--- src/rtl/rom_rd_pkg.sv ---
// Shared constants and read-view type for the configurable-width ROM read port.
// Assumes a 16-bit array word split into two 8-bit lanes groups.
package rom_rd_pkg;
    localparam int DQ_W   = 16;
    localparam int LANE_W = 8;
    localparam int GROUPS = DQ_W / LANE_W;
    localparam logic [DQ_W-1:0] BLANK_WORD = {DQ_W{1'b1}};

    typedef enum logic [1:0] {
        VIEW_WORD  = 2'd0,
        VIEW_LOW   = 2'd1,
        VIEW_HIGH  = 2'd2,
        VIEW_IDENT = 2'd3
    } view_e;

    // Choose which value the lanes present; identification overrides width.
    function automatic view_e pick_view(input logic ident, input logic wide, input logic lsb);
        if (ident)     return VIEW_IDENT;
        else if (wide) return VIEW_WORD;
        else if (lsb)  return VIEW_HIGH;
        else           return VIEW_LOW;
    endfunction
endpackage

--- src/rtl/rom_cell_array.sv ---
// Small register array holding the memory contents.
// Clears to all ones on reset (blank part) and accepts one preload write per cycle.
// Read is combinational from the stored registers.
module rom_cell_array
    import rom_rd_pkg::*;
#(
    parameter int ADDR_W = 6
) (
    input  logic              clk,
    input  logic              rst_n,
    input  logic              wr_en,
    input  logic [ADDR_W-1:0] wr_addr,
    input  logic [DQ_W-1:0]   wr_data,
    input  logic [ADDR_W-1:0] rd_addr,
    output logic [DQ_W-1:0]   rd_word
);
    localparam int DEPTH = 1 << ADDR_W;

    logic [DQ_W-1:0] cells [DEPTH];

    // Blank the array on reset, otherwise apply a preload write.
    always_ff @(posedge clk) begin
        if (!rst_n) begin
            for (int i = 0; i < DEPTH; i++) begin
                cells[i] <= BLANK_WORD;
            end
        end else if (wr_en) begin
            cells[wr_addr] <= wr_data;
        end
    end

    // Present the addressed word.
    always_comb begin
        rd_word = cells[rd_addr];
    end
endmodule

--- src/rtl/rom_change_detect.sv ---
// Registers the read-side inputs and flags which latency window each change restarts.
// Assumes inputs are stable across the rising edge. The byte-select bit counts
// only in byte mode. Deselection holds the matching window in restart.
module rom_change_detect #(
    parameter int ADDR_W = 6
) (
    input  logic              clk,
    input  logic              rst_n,
    input  logic [ADDR_W-1:0] addr,
    input  logic              ce_n,
    input  logic              oe_n,
    input  logic              wide_sel,
    input  logic              lsb_in,
    input  logic              id_mode,
    output logic              full_restart,
    output logic              short_restart
);
    logic [ADDR_W-1:0] addr_q;
    logic              ce_q;
    logic              oe_q;
    logic              wide_q;
    logic              lsb_q;
    logic              id_q;
    logic              lsb_moved;

    // Remember the inputs seen at the last edge.
    always_ff @(posedge clk) begin
        if (!rst_n) begin
            addr_q <= '0;
            ce_q   <= 1'b1;
            oe_q   <= 1'b1;
            wide_q <= 1'b1;
            lsb_q  <= 1'b0;
            id_q   <= 1'b0;
        end else begin
            addr_q <= addr;
            ce_q   <= ce_n;
            oe_q   <= oe_n;
            wide_q <= wide_sel;
            lsb_q  <= lsb_in;
            id_q   <= id_mode;
        end
    end

    // Classify input movement into long-window and short-window restarts.
    always_comb begin
        lsb_moved     = !wide_sel && (lsb_in != lsb_q);
        full_restart  = ce_n || (ce_n != ce_q) || (addr != addr_q) ||
                        (wide_sel != wide_q) || (id_mode != id_q) || lsb_moved;
        short_restart = oe_n || (oe_n != oe_q);
    end
endmodule

--- src/rtl/rom_lat_counter.sv ---
// Count-down timer for one access window.
// Loads CYC on restart, counts to zero and reports done only when no restart is pending.
// Assumes CYC >= 1.
module rom_lat_counter #(
    parameter int CYC = 4
) (
    input  logic clk,
    input  logic rst_n,
    input  logic restart,
    output logic done
);
    localparam int CNT_W = $clog2(CYC + 1);
    localparam logic [CNT_W-1:0] LOAD = CNT_W'(CYC);

    logic [CNT_W-1:0] remain;

    // Reload on restart, otherwise run down to zero.
    always_ff @(posedge clk) begin
        if (!rst_n) begin
            remain <= LOAD;
        end else if (restart) begin
            remain <= LOAD;
        end else if (remain != '0) begin
            remain <= remain - 1'b1;
        end
    end

    // Elapsed once the count is spent and the inputs are settled.
    always_comb begin
        done = (remain == '0) && !restart;
    end
endmodule

--- src/rtl/rom_lane_mux.sv ---
// Forms the data lanes and per-lane enables from the array word and the read view.
// Assumes the valid flag already folds in selection. Data is zero until valid.
module rom_lane_mux
    import rom_rd_pkg::*;
#(
    parameter logic [LANE_W-1:0] MFR_ID = 8'h20,
    parameter logic [LANE_W-1:0] DEV_ID = 8'h32
) (
    input  logic [DQ_W-1:0] rd_word,
    input  logic            id_mode,
    input  logic            addr0,
    input  logic            wide_sel,
    input  logic            lsb_in,
    input  logic            selected,
    input  logic            valid,
    output logic [DQ_W-1:0] dq_out,
    output logic [DQ_W-1:0] dq_oe
);
    view_e           view;
    logic [DQ_W-1:0] shaped;
    logic [GROUPS-1:0] grp_en;

    // Pick the value the lanes carry for this view.
    always_comb begin
        view = pick_view(id_mode, wide_sel, lsb_in);
        unique case (view)
            VIEW_WORD:  shaped = rd_word;
            VIEW_LOW:   shaped = {{LANE_W{1'b0}}, rd_word[LANE_W-1:0]};
            VIEW_HIGH:  shaped = {{LANE_W{1'b0}}, rd_word[DQ_W-1:LANE_W]};
            default:    shaped = {{LANE_W{1'b0}}, (addr0 ? DEV_ID : MFR_ID)};
        endcase
        dq_out = valid ? shaped : '0;
    end

    // Enable each lane group: group 0 whenever selected, upper groups in word mode only.
    for (genvar g = 0; g < GROUPS; g++) begin : g_lane_grp
        if (g == 0) begin : g_low
            assign grp_en[g] = selected;
        end else begin : g_up
            assign grp_en[g] = selected && wide_sel;
        end
        assign dq_oe[g*LANE_W +: LANE_W] = {LANE_W{grp_en[g]}};
    end
endmodule

--- src/rtl/cfg_rom_rdport.sv ---
// Top of the configurable-width ROM read port.
// Word or byte organisation, standby, output disable and identifier readout,
// with long and short access windows counted in clock cycles.
// Assumes inputs change between rising edges and preloads happen while deselected.
module cfg_rom_rdport
    import rom_rd_pkg::*;
#(
    parameter int                ADDR_W  = 6,
    parameter int                ACC_CYC = 4,
    parameter int                OE_CYC  = 2,
    parameter logic [7:0]        MFR_ID  = 8'h20,
    parameter logic [7:0]        DEV_ID  = 8'h32
) (
    input  logic              clk,
    input  logic              rst_n,
    input  logic [ADDR_W-1:0] addr,
    input  logic              ce_n,
    input  logic              oe_n,
    input  logic              wide_sel,
    input  logic              lsb_in,
    input  logic              id_mode,
    input  logic              pl_we,
    input  logic [ADDR_W-1:0] pl_addr,
    input  logic [15:0]       pl_data,
    output logic [15:0]       dq_out,
    output logic [15:0]       dq_oe,
    output logic              data_valid
);
    logic [DQ_W-1:0] rd_word;
    logic            full_restart;
    logic            short_restart;
    logic            full_done;
    logic            short_done;
    logic            selected;

    rom_cell_array #(.ADDR_W(ADDR_W)) array_i (
        .clk     (clk),
        .rst_n   (rst_n),
        .wr_en   (pl_we),
        .wr_addr (pl_addr),
        .wr_data (pl_data),
        .rd_addr (addr),
        .rd_word (rd_word)
    );

    rom_change_detect #(.ADDR_W(ADDR_W)) chg_i (
        .clk           (clk),
        .rst_n         (rst_n),
        .addr          (addr),
        .ce_n          (ce_n),
        .oe_n          (oe_n),
        .wide_sel      (wide_sel),
        .lsb_in        (lsb_in),
        .id_mode       (id_mode),
        .full_restart  (full_restart),
        .short_restart (short_restart)
    );

    rom_lat_counter #(.CYC(ACC_CYC)) acc_cnt_i (
        .clk     (clk),
        .rst_n   (rst_n),
        .restart (full_restart),
        .done    (full_done)
    );

    rom_lat_counter #(.CYC(OE_CYC)) oe_cnt_i (
        .clk     (clk),
        .rst_n   (rst_n),
        .restart (short_restart),
        .done    (short_done)
    );

    // Selection and validity: both enables low and both windows spent.
    always_comb begin
        selected   = !ce_n && !oe_n;
        data_valid = selected && full_done && short_done;
    end

    rom_lane_mux #(.MFR_ID(MFR_ID), .DEV_ID(DEV_ID)) mux_i (
        .rd_word  (rd_word),
        .id_mode  (id_mode),
        .addr0    (addr[0]),
        .wide_sel (wide_sel),
        .lsb_in   (lsb_in),
        .selected (selected),
        .valid    (data_valid),
        .dq_out   (dq_out),
        .dq_oe    (dq_oe)
    );
endmodule

--- config.mk ---
export PLATFORM = sky130hd
export DESIGN_NAME = cfg_rom_rdport
export DESIGN_NICKNAME = d
export VERILOG_FILES = /design/src/rtl/rom_rd_pkg.sv /design/src/rtl/rom_cell_array.sv /design/src/rtl/rom_change_detect.sv /design/src/rtl/rom_lat_counter.sv /design/src/rtl/rom_lane_mux.sv /design/src/rtl/cfg_rom_rdport.sv
export SDC_FILE = /design/constraint.sdc
export NUM_CORES = 1
export LEC_CHECK = 0
export ABC_CLOCK_PERIOD_IN_PS = 3600
export BUFFER_PORTS_ARGS = -buffer_cell sky130_fd_sc_hd__buf_2
export CAP_MARGIN = 10
export CORE_UTILIZATION = 30
export CTS_CLUSTER_DIAMETER = 120
export CTS_CLUSTER_SIZE = 24
export DETAILED_ROUTE_END_ITERATION = 8
export HOLD_SLACK_MARGIN = 0.1
export PLACE_DENSITY = 0.44
export RECOVER_POWER = 100
export SKIP_LAST_GASP = 1
export SYNTH_ARGS = -nofsm -noshare
export SYNTH_HDL_FRONTEND = slang
export SYNTH_HIERARCHICAL = 1
export SYNTH_SLANG_ARGS = --single-unit
--- constraint.sdc ---
create_clock -name clk -period 3.6 [get_ports clk]
set_clock_uncertainty 0.15 [all_clocks]
set_input_delay 0.36 -clock clk [delete_from_list [all_inputs] [get_ports clk]]
set_output_delay 0.36 -clock clk [all_outputs]
set_load 0.005 [all_outputs]
Word level (Yosys, flattened, before mapping)
Memory sizes are Yosys's and may differ from the RTL's.
Index checks and enable logic that the tools add are counted.
{"block": "word_totals", "regBits": 16, "mem_bits_rw": 1024, "inputBits": 36, "output_inout_bits": 33, "wordCells": 59, "memories": 1}
{"name": "array_i.cells", "depth": 64, "width": 16, "rd": 1, "rd_clocked_by_memory_dff": 0, "write_ports": 64, "line_no": "rom_cell_array.sv:19", "source": "logic [DQ_W-1:0] cells [DEPTH];"}
{"block": "classes", "add_sub_neg": 2, "eq_ne": 8, "n_mux": 13, "n_bitwise": 1, "n_reduce_logical": 26}
{"operator": "$pmux W16 S3", "n": 1}
{"operator": "$mux W16", "n": 2}
{"operator": "$reduce_or A16 Y1", "n": 1}
{"operator": "$logic_and A1 B1 Y1", "n": 7}
{"operator": "$logic_or A1 B1 Y1", "n": 6}
{"operator": "$mux W2", "n": 3}
{"operator": "$mux W6", "n": 1}
{"operator": "$ne A6 B6 Y1", "n": 1}
{"operator": "$logic_not A1 Y1", "n": 5}
{"operator": "$mux W1", "n": 5}
{"operator": "$mux W5", "n": 1}
{"operator": "$ne A1 B1 Y1", "n": 5}
{"operator": "$logic_not A2 Y1", "n": 2}
{"operator": "$reduce_or A2 Y1", "n": 2}
{"operator": "$logic_not A3 Y1", "n": 1}
{"operator": "$reduce_bool A3 Y1", "n": 1}
{"operator": "$sub A3 B1 Y3 const B", "n": 1}
{"operator": "$eq A2 B1 Y1 const B", "n": 1}
{"operator": "$eq A2 B2 Y1 const B", "n": 1}
{"operator": "$reduce_bool A2 Y1", "n": 1}
{"operator": "$sub A2 B1 Y2 const B", "n": 1}
{"operator": "$not A1 Y1", "n": 1}

Logic depth before layout (Yosys ltp)
Gate-level depths: netlist (run 1).
{"block": "logic_depth", "word_depth": 11, "ltp_mapped": 11, "mapped_depth_nobuf": 7}

Cells and area by module
Netlist (run 1), hierarchy kept.
{"module": "rom_cell_array", "instances": 1, "cells_each": 3136, "area_per_inst_um2": 47227.8, "seq_area_each_um2": 30749.5}
{"module": "rom_change_detect", "instances": 1, "cells_each": 39, "area_per_inst_um2": 410.4, "seq_area_each_um2": 220.2}
{"module": "rom_lane_mux", "instances": 1, "cells_each": 56, "area_per_inst_um2": 339.1, "seq_area_each_um2": 0.0}
{"module": "rom_lat_counter at acc_cnt_i", "instances": 1, "cells_each": 17, "area_per_inst_um2": 148.9, "seq_area_each_um2": 60.1}
{"module": "rom_lat_counter at oe_cnt_i", "instances": 1, "cells_each": 12, "area_per_inst_um2": 105.1, "seq_area_each_um2": 40.0}
{"module": "cfg_rom_rdport", "instances": 1, "cells_each": 2, "area_per_inst_um2": 16.3, "seq_area_each_um2": 0.0}

Least setup slack after synthesis (run 1)
Ideal clock, no wire load.
{"block": "synth_path", "kind": "in2reg", "startpoint": "input pl_addr[1]", "endpoint": "memory array_i.cells[26][0] (enable)", "t_arrival_ns": 2.463, "required_ns": 3.039, "path_slack_ns": 0.575, "stages": 6, "n_path_buf": 3, "path_cell_list": "clkbuf_1 nor2b_1 nand2_1 clkbuf_1 clkbuf_1 o21ai_0"}
{"element": "start, declared", "line_no": "cfg_rom_rdport.sv:23", "source": "input logic [ADDR_W-1:0] pl_addr,"}
{"element": "end, declared", "line_no": "rom_cell_array.sv:19"}

Worst setup path in the final report (run 1)
{"block": "layout_path", "startpoint": "register chg_i.addr_q[5]", "endpoint": "output dq_out[3]"}
{"block": "layout_via", "elab_chain_len": 10}
{"element": "start, declared", "line_no": "rom_change_detect.sv:18", "source": "logic [ADDR_W-1:0] addr_q;"}
{"element": "start signal, assigned", "line_no": "rom_change_detect.sv:36", "source": "addr_q <= addr;"}
{"element": "$ne A6 B6 Y1", "line_no": "rom_change_detect.sv:48", "source": "full_restart = ce_n || (ce_n != ce_q) || (addr != addr_q) ||"}
{"element": "$logic_or A1 B1 Y1 (2 in a row)", "line_no": "rom_change_detect.sv:48"}
{"element": "$logic_or A1 B1 Y1 (2 in a row)", "line_no": "rom_change_detect.sv:49", "source": "(wide_sel != wide_q) || (id_mode != id_q) || lsb_moved;"}
{"element": "net full_restart", "line_no": "cfg_rom_rdport.sv:30", "source": "logic full_restart;"}
{"element": "$logic_not A1 Y1", "line_no": "rom_lat_counter.sv:30", "source": "done = (remain == '0) && !restart;"}
{"element": "$logic_and A1 B1 Y1", "line_no": "rom_lat_counter.sv:30"}
{"element": "net full_done", "line_no": "cfg_rom_rdport.sv:32", "source": "logic full_done;"}
{"element": "$logic_and A1 B1 Y1 (2 in a row)", "line_no": "cfg_rom_rdport.sv:76", "source": "data_valid = selected && full_done && short_done;"}
{"element": "$mux W16", "line_no": "rom_lane_mux.sv:32", "source": "dq_out = valid ? shaped : '0;"}
{"element": "end, declared", "line_no": "cfg_rom_rdport.sv:25", "source": "output logic [15:0] dq_out,"}
The timed path passes the listed nets, and every way through them passes these cells.

==> metrics, run 1 <==
final critical-path required period 3.52 ns; clock transition time at the flip-flop clock pins of the worst setup and hold paths ~0.11 ns; Hold Path Class input pin to register; Detail Placement HPWL just under 100,000 microns; max_cap viols 0; number of global-route vias before repair 28,200; Fin. Hold Viols 0; synthesized area per cell 14.8 sq um; Worst Setup Slack, final just over 0.08 ns; DR vias/cell roughly 5.2; FP Rows approximately 150; syn nets between 3,000 and 4,000; Post-DRT Antenna Nets 0; Port Buf Inserts 68; mux cell area share after synthesis 0.127; # DRC 0; fin crit share 0.978; pin count of the biggest net entering global routing about 100; worst-skew pair later-pin latency around 0.68 ns; Slew Viols, Final 0; Worst Path Max Fanout 5; critical path class register to primary output; status completed; initial antenna violation count 16; final net count roughly 3,300; grt ovf 0; first-pass GRT wire length 224,000 microns; Seq. cell area a little over 0.03 sq mm; Post-Place Setup Slack -0.185 ns; die footprint ~0.16 sq mm; fmax around 280 MHz; Post-synth ARST share 0; Placeable Area roughly 0.16 sq mm; worst reg2reg setup slack 1.94 ns; GRT Total Usage 0.191; critical path launch point type register; Post CTS Setup Buffer Count 0; xor-xnor portion of the synthesized cell area 0.00182; Power per Cell Area around 430 mW/mm^2; CTS sink count approximately 1,000; clock root cell clkbuf_16; Die W ~400 microns; starting density of the core 0.304; most used flip-flop cell after synthesis edfxtp_1; simple-gate share of the synthesized area 0.162; Cell Count, Final, Fillers Out 5,365; length of the first detailed-routing pass in iterations 7; CTS Buf Count about 50; final setup fails 0; Syn. warnings 6; Inst Count DP ~5,300; layout cells sized above 1 0.340; area grow syn2layout 11.5%; CTS max path bufs 3; CP Capture Type primary output; post-synthesis adder-cell area fraction 0.000778; CTS H-tree lvls 2; Peak supply drop around 0.00032 V; cell area after synthesis 0.0482 sq mm; RSZ-0062 raised after global routing yes; Leakage about 0.017 uW; number of synthesized flops with an enable pin between 1,000 and 1,500; Yosys reg bits around 1,000; Filler cells 15,300; Die Y ~400 microns; total power between 20,000 and 25,000 uW; Slew @ Worst Pin ~1.2 ns; total number of vias between 20,000 and 30,000; I/O pin total a little under 70; cell count after synthesis around 3,300; drt wl/cell 29.2 microns; Distinct cells, synth between 50 and 60; multi-input combinational cell area 0.0155 sq mm; DR iter-0 viols around 2,500; Arr. time, crit path approximately 3.0 ns; synthesized-area fraction occupied by ao, oa, aoi and oai cells 0.0246; max_slew headroom 0.193; WL final around 160,000 microns; main combinational cell family by area after synthesis simple AND/OR/NAND/NOR gates; placer congestion estimate roughly 0.81; CTS tree done; Seq/Total Area, Yosys 0.644; Worst Path Required about 3.1 ns
[worst max-delay path, stage by stage (launching register included)]
cell	delay (ns)
dfxtp_1	0.32
xor2_1	0.19
nor4_1	0.30
nand4_1	0.15
nor2_1	0.13
and4bb_4	0.32
nand2_1	0.33
a21oi_1	0.34
buf_4	0.15
buf_2	0.10
[path summary, 6_finish.rpt]
kind                                     from                               end  depth (start not counted)
max                chg_i/addr_q[5]$_SDFF_PN0_                         dq_out[3]                          9
min                                   addr[0]        chg_i/addr_q[0]$_SDFF_PN0_                          3
max reg2reg        chg_i/addr_q[5]$_SDFF_PN0_  acc_cnt_i/remain[2]$_SDFFE_PP1P_                          6
min reg2reg  acc_cnt_i/remain[2]$_SDFFE_PP1P_  acc_cnt_i/remain[2]$_SDFFE_PP1P_                          1
[stage by stage]
stage	setup TNS, ns	area, sq um	util	hold WS [ns]
global route	-0.0739	53800	0.339	0.105
finish	0	53800	0.339	0.0998
CTS	-0.0604	53800	0.338	0.111
floorplan	0	48200	-	0.281
detailed placement	-0.314	52300	0.329	0.304
global placement	-0.402	52300	0.329	0.295
[report_power, final]
part	total, uW	leakage, uW	switching, uW	internal, uW
Clock	6650	0.000658	4050	2590
Combinational	2500	0.00565	1590	912
Sequential	14000	0.0105	169	13900
Total	23200	0.0168	5810	17400
[synthesized netlist by cell type (all sizes together) (2+ instances only)]
library cell | count | area share
a221oi | 13 | 0.0024
a311oi | 4 | 0.00073
nor2 | 29 | 0.0023
or2 | 357 | 0.046
nand4 | 5 | 0.00065
inv | 10 | 0.00078
and3 | 18 | 0.0025
ha | 3 | 0.00078
or3b | 3 | 0.00054
nor2b | 20 | 0.0026
o22ai | 9 | 0.0012
a21oi | 22 | 0.0023
nor3 | 13 | 0.0016
buf | 108 | 0.015
mux4 | 240 | 0.11
nor3b | 3 | 0.00047
o221ai | 3 | 0.00054
o21ai | 54 | 0.0056
xor2 | 8 | 0.0015
dfxtp | 16 | 0.0066
a22oi | 42 | 0.0065
edfxtp | 1024 | 0.64
and3b | 3 | 0.00054
nand3b | 3 | 0.00047
clkbuf | 306 | 0.024
mux2 | 24 | 0.0056
and2 | 14 | 0.0018
xnor2 | 2 | 0.00036
nand2b | 12 | 0.0016
and4 | 6 | 0.0011
a31oi | 2 | 0.00026
nand2 | 99 | 0.0077
or3 | 675 | 0.088
nand3 | 29 | 0.0030
mux2i | 47 | 0.0098
a211o | 9 | 0.0016
nor4 | 4 | 0.00052
a211oi | 18 | 0.0028
[metal layers]
| metal | track usage | vias to the layer above | routed length, microns |
|---|---|---|---|
| li1 | - | 12400 | - |
| met4 | 0.0330 | 4 | 2490 |
| met2 | 0.305 | 671 | 72900 |
| met5 | 0 | - | 27 |
| met1 | 0.284 | 14800 | 74300 |
| met3 | 0.0191 | 109 | 6890 |
[state kept, by name (all words and copies together), names as in the netlist]
register / cells
chg_i/ce_q: 1
chg_i/id_q: 1
oe_cnt_i/remain: 2
array_i/cells: 1024
acc_cnt_i/remain: 3
chg_i/addr_q: 6
chg_i/oe_q: 1
chg_i/lsb_q: 1
chg_i/wide_q: 1
[placed cells by master, fill, tap and decap left out, types with 5 or more instances in the layout]
master | synthesis | routed
and3_1 | 10 | 10
mux4_2 | 240 | 240
inv_1 | 10 | 10
a21oi_1 | 22 | 22
buf_2 | 39 | 63
nand3_1 | 29 | 27
and3_2 | 8 | 8
edfxtp_1 | 1024 | 1024
a221oi_1 | 13 | 12
o22ai_1 | 9 | 9
nand4_1 | 5 | 5
buf_4 | 45 | 262
a211o_1 | 9 | 9
nor2_1 | 28 | 28
nor2b_1 | 20 | 17
clkbuf_1 | 304 | 9
or3_1 | 675 | 674
o21ai_2 | 0 | 33
nand2_4 | 0 | 5
clkbuf_16 | 0 | 51
nor3_1 | 11 | 10
and2_1 | 13 | 13
mux2_2 | 24 | 24
mux2i_1 | 47 | 45
nand2_1 | 99 | 93
buf_12 | 1 | 41
dfxtp_1 | 16 | 16
or2_2 | 356 | 357
o21ai_1 | 8 | 18
a211oi_1 | 18 | 15
a22oi_1 | 42 | 41
and4_1 | 6 | 6
nand2b_1 | 12 | 12
xor2_1 | 8 | 8
dlygate4sd3_1 | 0 | 10
[what timing repair did]
item | 4_1_cts | 5_1_grt
endpoints found under the setup margin | 7 | 16
hold endpoints to repair | 12 | 0
hold buffers | 10 | 0
pin swaps | 0 | 0
resized for setup | 11 | 10
cloned | 0 | 0
[kinds of logic after synthesis]
| family | after synthesis |
|---|---|
| AO/OA/AOI/OAI | 179 |
| flip-flops | 1040 |
| multiplexers | 311 |
| AND/OR/NAND/NOR | 1295 |
| buffers and inverters | 424 |
| XOR/XNOR | 10 |
| adder cells (fa/ha/maj) | 3 |
[layout make-up]
| class | count | area share |
|---|---|---|
| well taps | 2072 | 0.0482 |
| flip-flops and latches | 1040 | 0.577 |
| clock inverters | 4 | 0.000558 |
| repair buffers | 377 | 0.0598 |
| diodes | 4 | 0.000186 |
| clock buffers | 60 | 0.0243 |
| multi-input cells | 1798 | 0.289 |
| inverters | 10 | 0.000698 |
No activity file was read; power rests on OpenSTA's default activity.
==> inputs of run 2 (changes only) <==
--- a/config.mk
+++ b/config.mk
@@ -8,12 +8,14 @@
 export ABC_CLOCK_PERIOD_IN_PS = 3600
 export BUFFER_PORTS_ARGS = -buffer_cell sky130_fd_sc_hd__buf_2
 export CAP_MARGIN = 10
+export CELL_PAD_IN_SITES_DETAIL_PLACEMENT = 1
+export CELL_PAD_IN_SITES_GLOBAL_PLACEMENT = 1
 export CORE_UTILIZATION = 30
 export CTS_CLUSTER_DIAMETER = 120
 export CTS_CLUSTER_SIZE = 24
 export DETAILED_ROUTE_END_ITERATION = 8
 export HOLD_SLACK_MARGIN = 0.1
-export PLACE_DENSITY = 0.44
+export PLACE_DENSITY = 0.5
 export RECOVER_POWER = 100
 export SKIP_LAST_GASP = 1
 export SYNTH_ARGS = -nofsm -noshare
==> run 2 against run 1 <==
The run now ends with capacitance limit, slew limit left. First-iteration DRC count is 17% higher. Non-clock buffer count is 6 lower. Sequential power is essentially flat. Sequential cell count unchanged. Worst setup slack worse by 0.050 ns. Core utilization down 0.47 points. Final cell count is essentially flat. Total power decreased by 0.53%. Critical path type is now input pin to register.
==> metrics, run 2 (same netlist as run 1, synthesis figures left out) <==
max incr delay on CP 1.27 ns (+0.93 ns); pin count of the biggest net entering global routing 103 (unchanged); Worst Setup SP rst_n; Biggest register array_i/cells; CTS Buf Count 49 (unchanged); FP Rows 146 (unchanged); r2r endpoint acc_cnt_i/remain[2]$_SDFFE_PP1P_; Peak supply drop 0.000320 V (-0.97%); max_slew headroom -0.341 (-0.534); status finished with violations; Post CTS Setup Buffer Count 0 (unchanged); DR vias/cell 5.35 (+2.6%); Die Y 403 microns (unchanged); Power per Cell Area 435 mW/mm^2 (+0.86%); # DRC 0 (unchanged); most frequent cells in the layout 1,024 x edfxtp_1, 675 x or3_1, 356 x or2_2; worst reg2reg setup slack 1.76 ns (-0.18 ns); Fin. Hold Viols 0 (unchanged); WL final 161,000 microns (+3.0%); Worst Path Max Fanout 25 (+20); biggest regs array_i/cells x1024, chg_i/addr_q x6, acc_cnt_i/remain x3; critical path launch point type input pin; CTS H-tree lvls 2 (unchanged); Leakage 0.0163 uW (-2.9%); starting density of the core 0.304 (unchanged); worst hold slack 0.189 ns (+0.0890 ns); grt ovf 0 (unchanged); Hold Path Class input pin to register; CTS max path bufs 3 (unchanged); Worst Setup Slack, final 0.0303 ns (-0.0505 ns); fmax 280 MHz (-1.4%); final net count 3,309 (-0.18%); clock root cell clkbuf_16; final setup fails 0 (unchanged); die footprint 0.162 sq mm (unchanged); Arr. time, crit path 3.82 ns (+0.81 ns); I/O pin total 69 (unchanged); Cell Count, Final, Fillers Out 5,366 (+0.019%); most common cell after layout, fill and taps aside edfxtp_1; drt wl/cell 30.1 microns (+3.0%); max_cap viols 11 (+11); final critical-path required period 3.57 ns (+0.0505 ns); GRT Total Usage 0.197 (+0.00616); CP cell instances clkbuf_1 -> clkbuf_2 -> clkbuf_1 -> nand2_1 -> clkbuf_4; initial antenna violation count 15 (-1); worst-skew pair later-pin latency 0.67 ns (about the same); CTS sink count 1,040 (unchanged); Sum Neg Setup Slack 0 ns (unchanged); Worst Path Required 3.85 ns (+0.76 ns); CP Capture Type register; failing checks capacitance limit, slew limit; clock transition time at the flip-flop clock pins of the worst setup and hold paths 0.10 ns (about the same); cell mode on critical path clkbuf_1; Placeable Area 0.159 sq mm (unchanged); Slew @ Worst Pin 1.99 ns (+0.780 ns); Slew Viols, Final 514 (+514); number of global-route vias before repair 30,200 (+7.1%); fin crit share 0.992 (+0.0140); DP Area 0.0521 sq mm (-0.34%); Post-DRT Antenna Nets 0 (unchanged); total number of vias 28,700 (+2.6%); Post-Place Setup Slack -0.241 ns (-0.0566 ns); area grow syn2layout 9.98%; CTS tree done; max reg flops 1,024 (unchanged); cells on worst reg2reg path 6 (unchanged); first-pass GRT wire length 230,000 microns (+2.8%); Detail Placement HPWL 105,000 microns (+5.7%); RSZ-0062 raised after global routing yes; critical path class input pin to register; layout cells sized above 1 0.307 (-0.0326); Die W 403 microns (unchanged); length of the first detailed-routing pass in iterations 5 (-2); Port Buf Inserts 68 (unchanged); Inst Count DP 5,281 (-0.11%); slowest cell on the critical path clkbuf_1; R2R Path Start chg_i/addr_q[1]$_SDFF_PN0_; Hold Startpoint addr[0]; DR iter-0 viols 2,873 (+17%); post-route cell area 0.0531 sq mm (-1.4%); crit path capture array_i/cells[36][3]$_SDFFCE_PN1P_; placer congestion estimate 0.807 (-0.91%)
==> run 2: metrics by stage <==
stage / total power [uW] / utilization
floorplan: 15600 / -
global placement: 16800 / 0.328
detailed placement: 16900 / 0.328
CTS: 23300 / 0.337
global route: 23700 / 0.334
finish: 23100 / 0.334
==> run 2: area by class of cell <==
cell class | instances | area [sq um]
clock inverter | 4 | 25.0
fill | 16400 | 106000
clock buffer | 67 | 1290
antenna | 4 | 10.0
tap | 2072 | 2590
multi-input combinational | 1798 | 15400
sequential | 1040 | 31100
timing repair buffer | 371 | 2640
inverter | 10 | 37.5
==> run 2: worst min-delay path by stage <==
stage	endpoint	slack, ns	cells past startpoint
global placement	acc_cnt_i/remain[2]$_SDFFE_PP1P_	0.30	1
detailed placement	acc_cnt_i/remain[2]$_SDFFE_PP1P_	0.33	1
finish	chg_i/addr_q[0]$_SDFF_PN0_	0.19	3
global route	chg_i/addr_q[0]$_SDFF_PN0_	0.17	3
floorplan	acc_cnt_i/remain[2]$_SDFFE_PP1P_	0.28	1
CTS	chg_i/addr_q[3]$_SDFF_PN0_	0.12	2
==> run 2: metal layers <==
layer,global-route usage,vias up,share of wire
li1,-,12400,-
met1,0.276,15600,0.45
met2,0.335,600,0.50
met3,0.0209,111,0.042
met4,0.0306,2,0.014
met5,0,-,0.000081
==> run 2: critical path: cells and delay by family <==
family	cells	cell delay, ns
and+or+nand+nor	1	0.44
buffers and inverters	4	2.96
==> run 2: report_power, final <==
part / internal [uW] / leakage [uW] / switching, uW / total [uW]
Clock: 2530 / 0.000635 / 4030 / 6570
Sequential: 13900 / 0.0105 / 174 / 14000
Combinational: 858 / 0.00519 / 1590 / 2450
==> run 2: what timing repair did <==
item / in CTS / in global routing
endpoints found under the hold margin: 13 / 1
resized for setup: 26 / 8
cloned: 0 / 0
hold buffers: 9 / 1
pin swaps: 7 / 1
endpoints found under the setup margin: 16 / 10
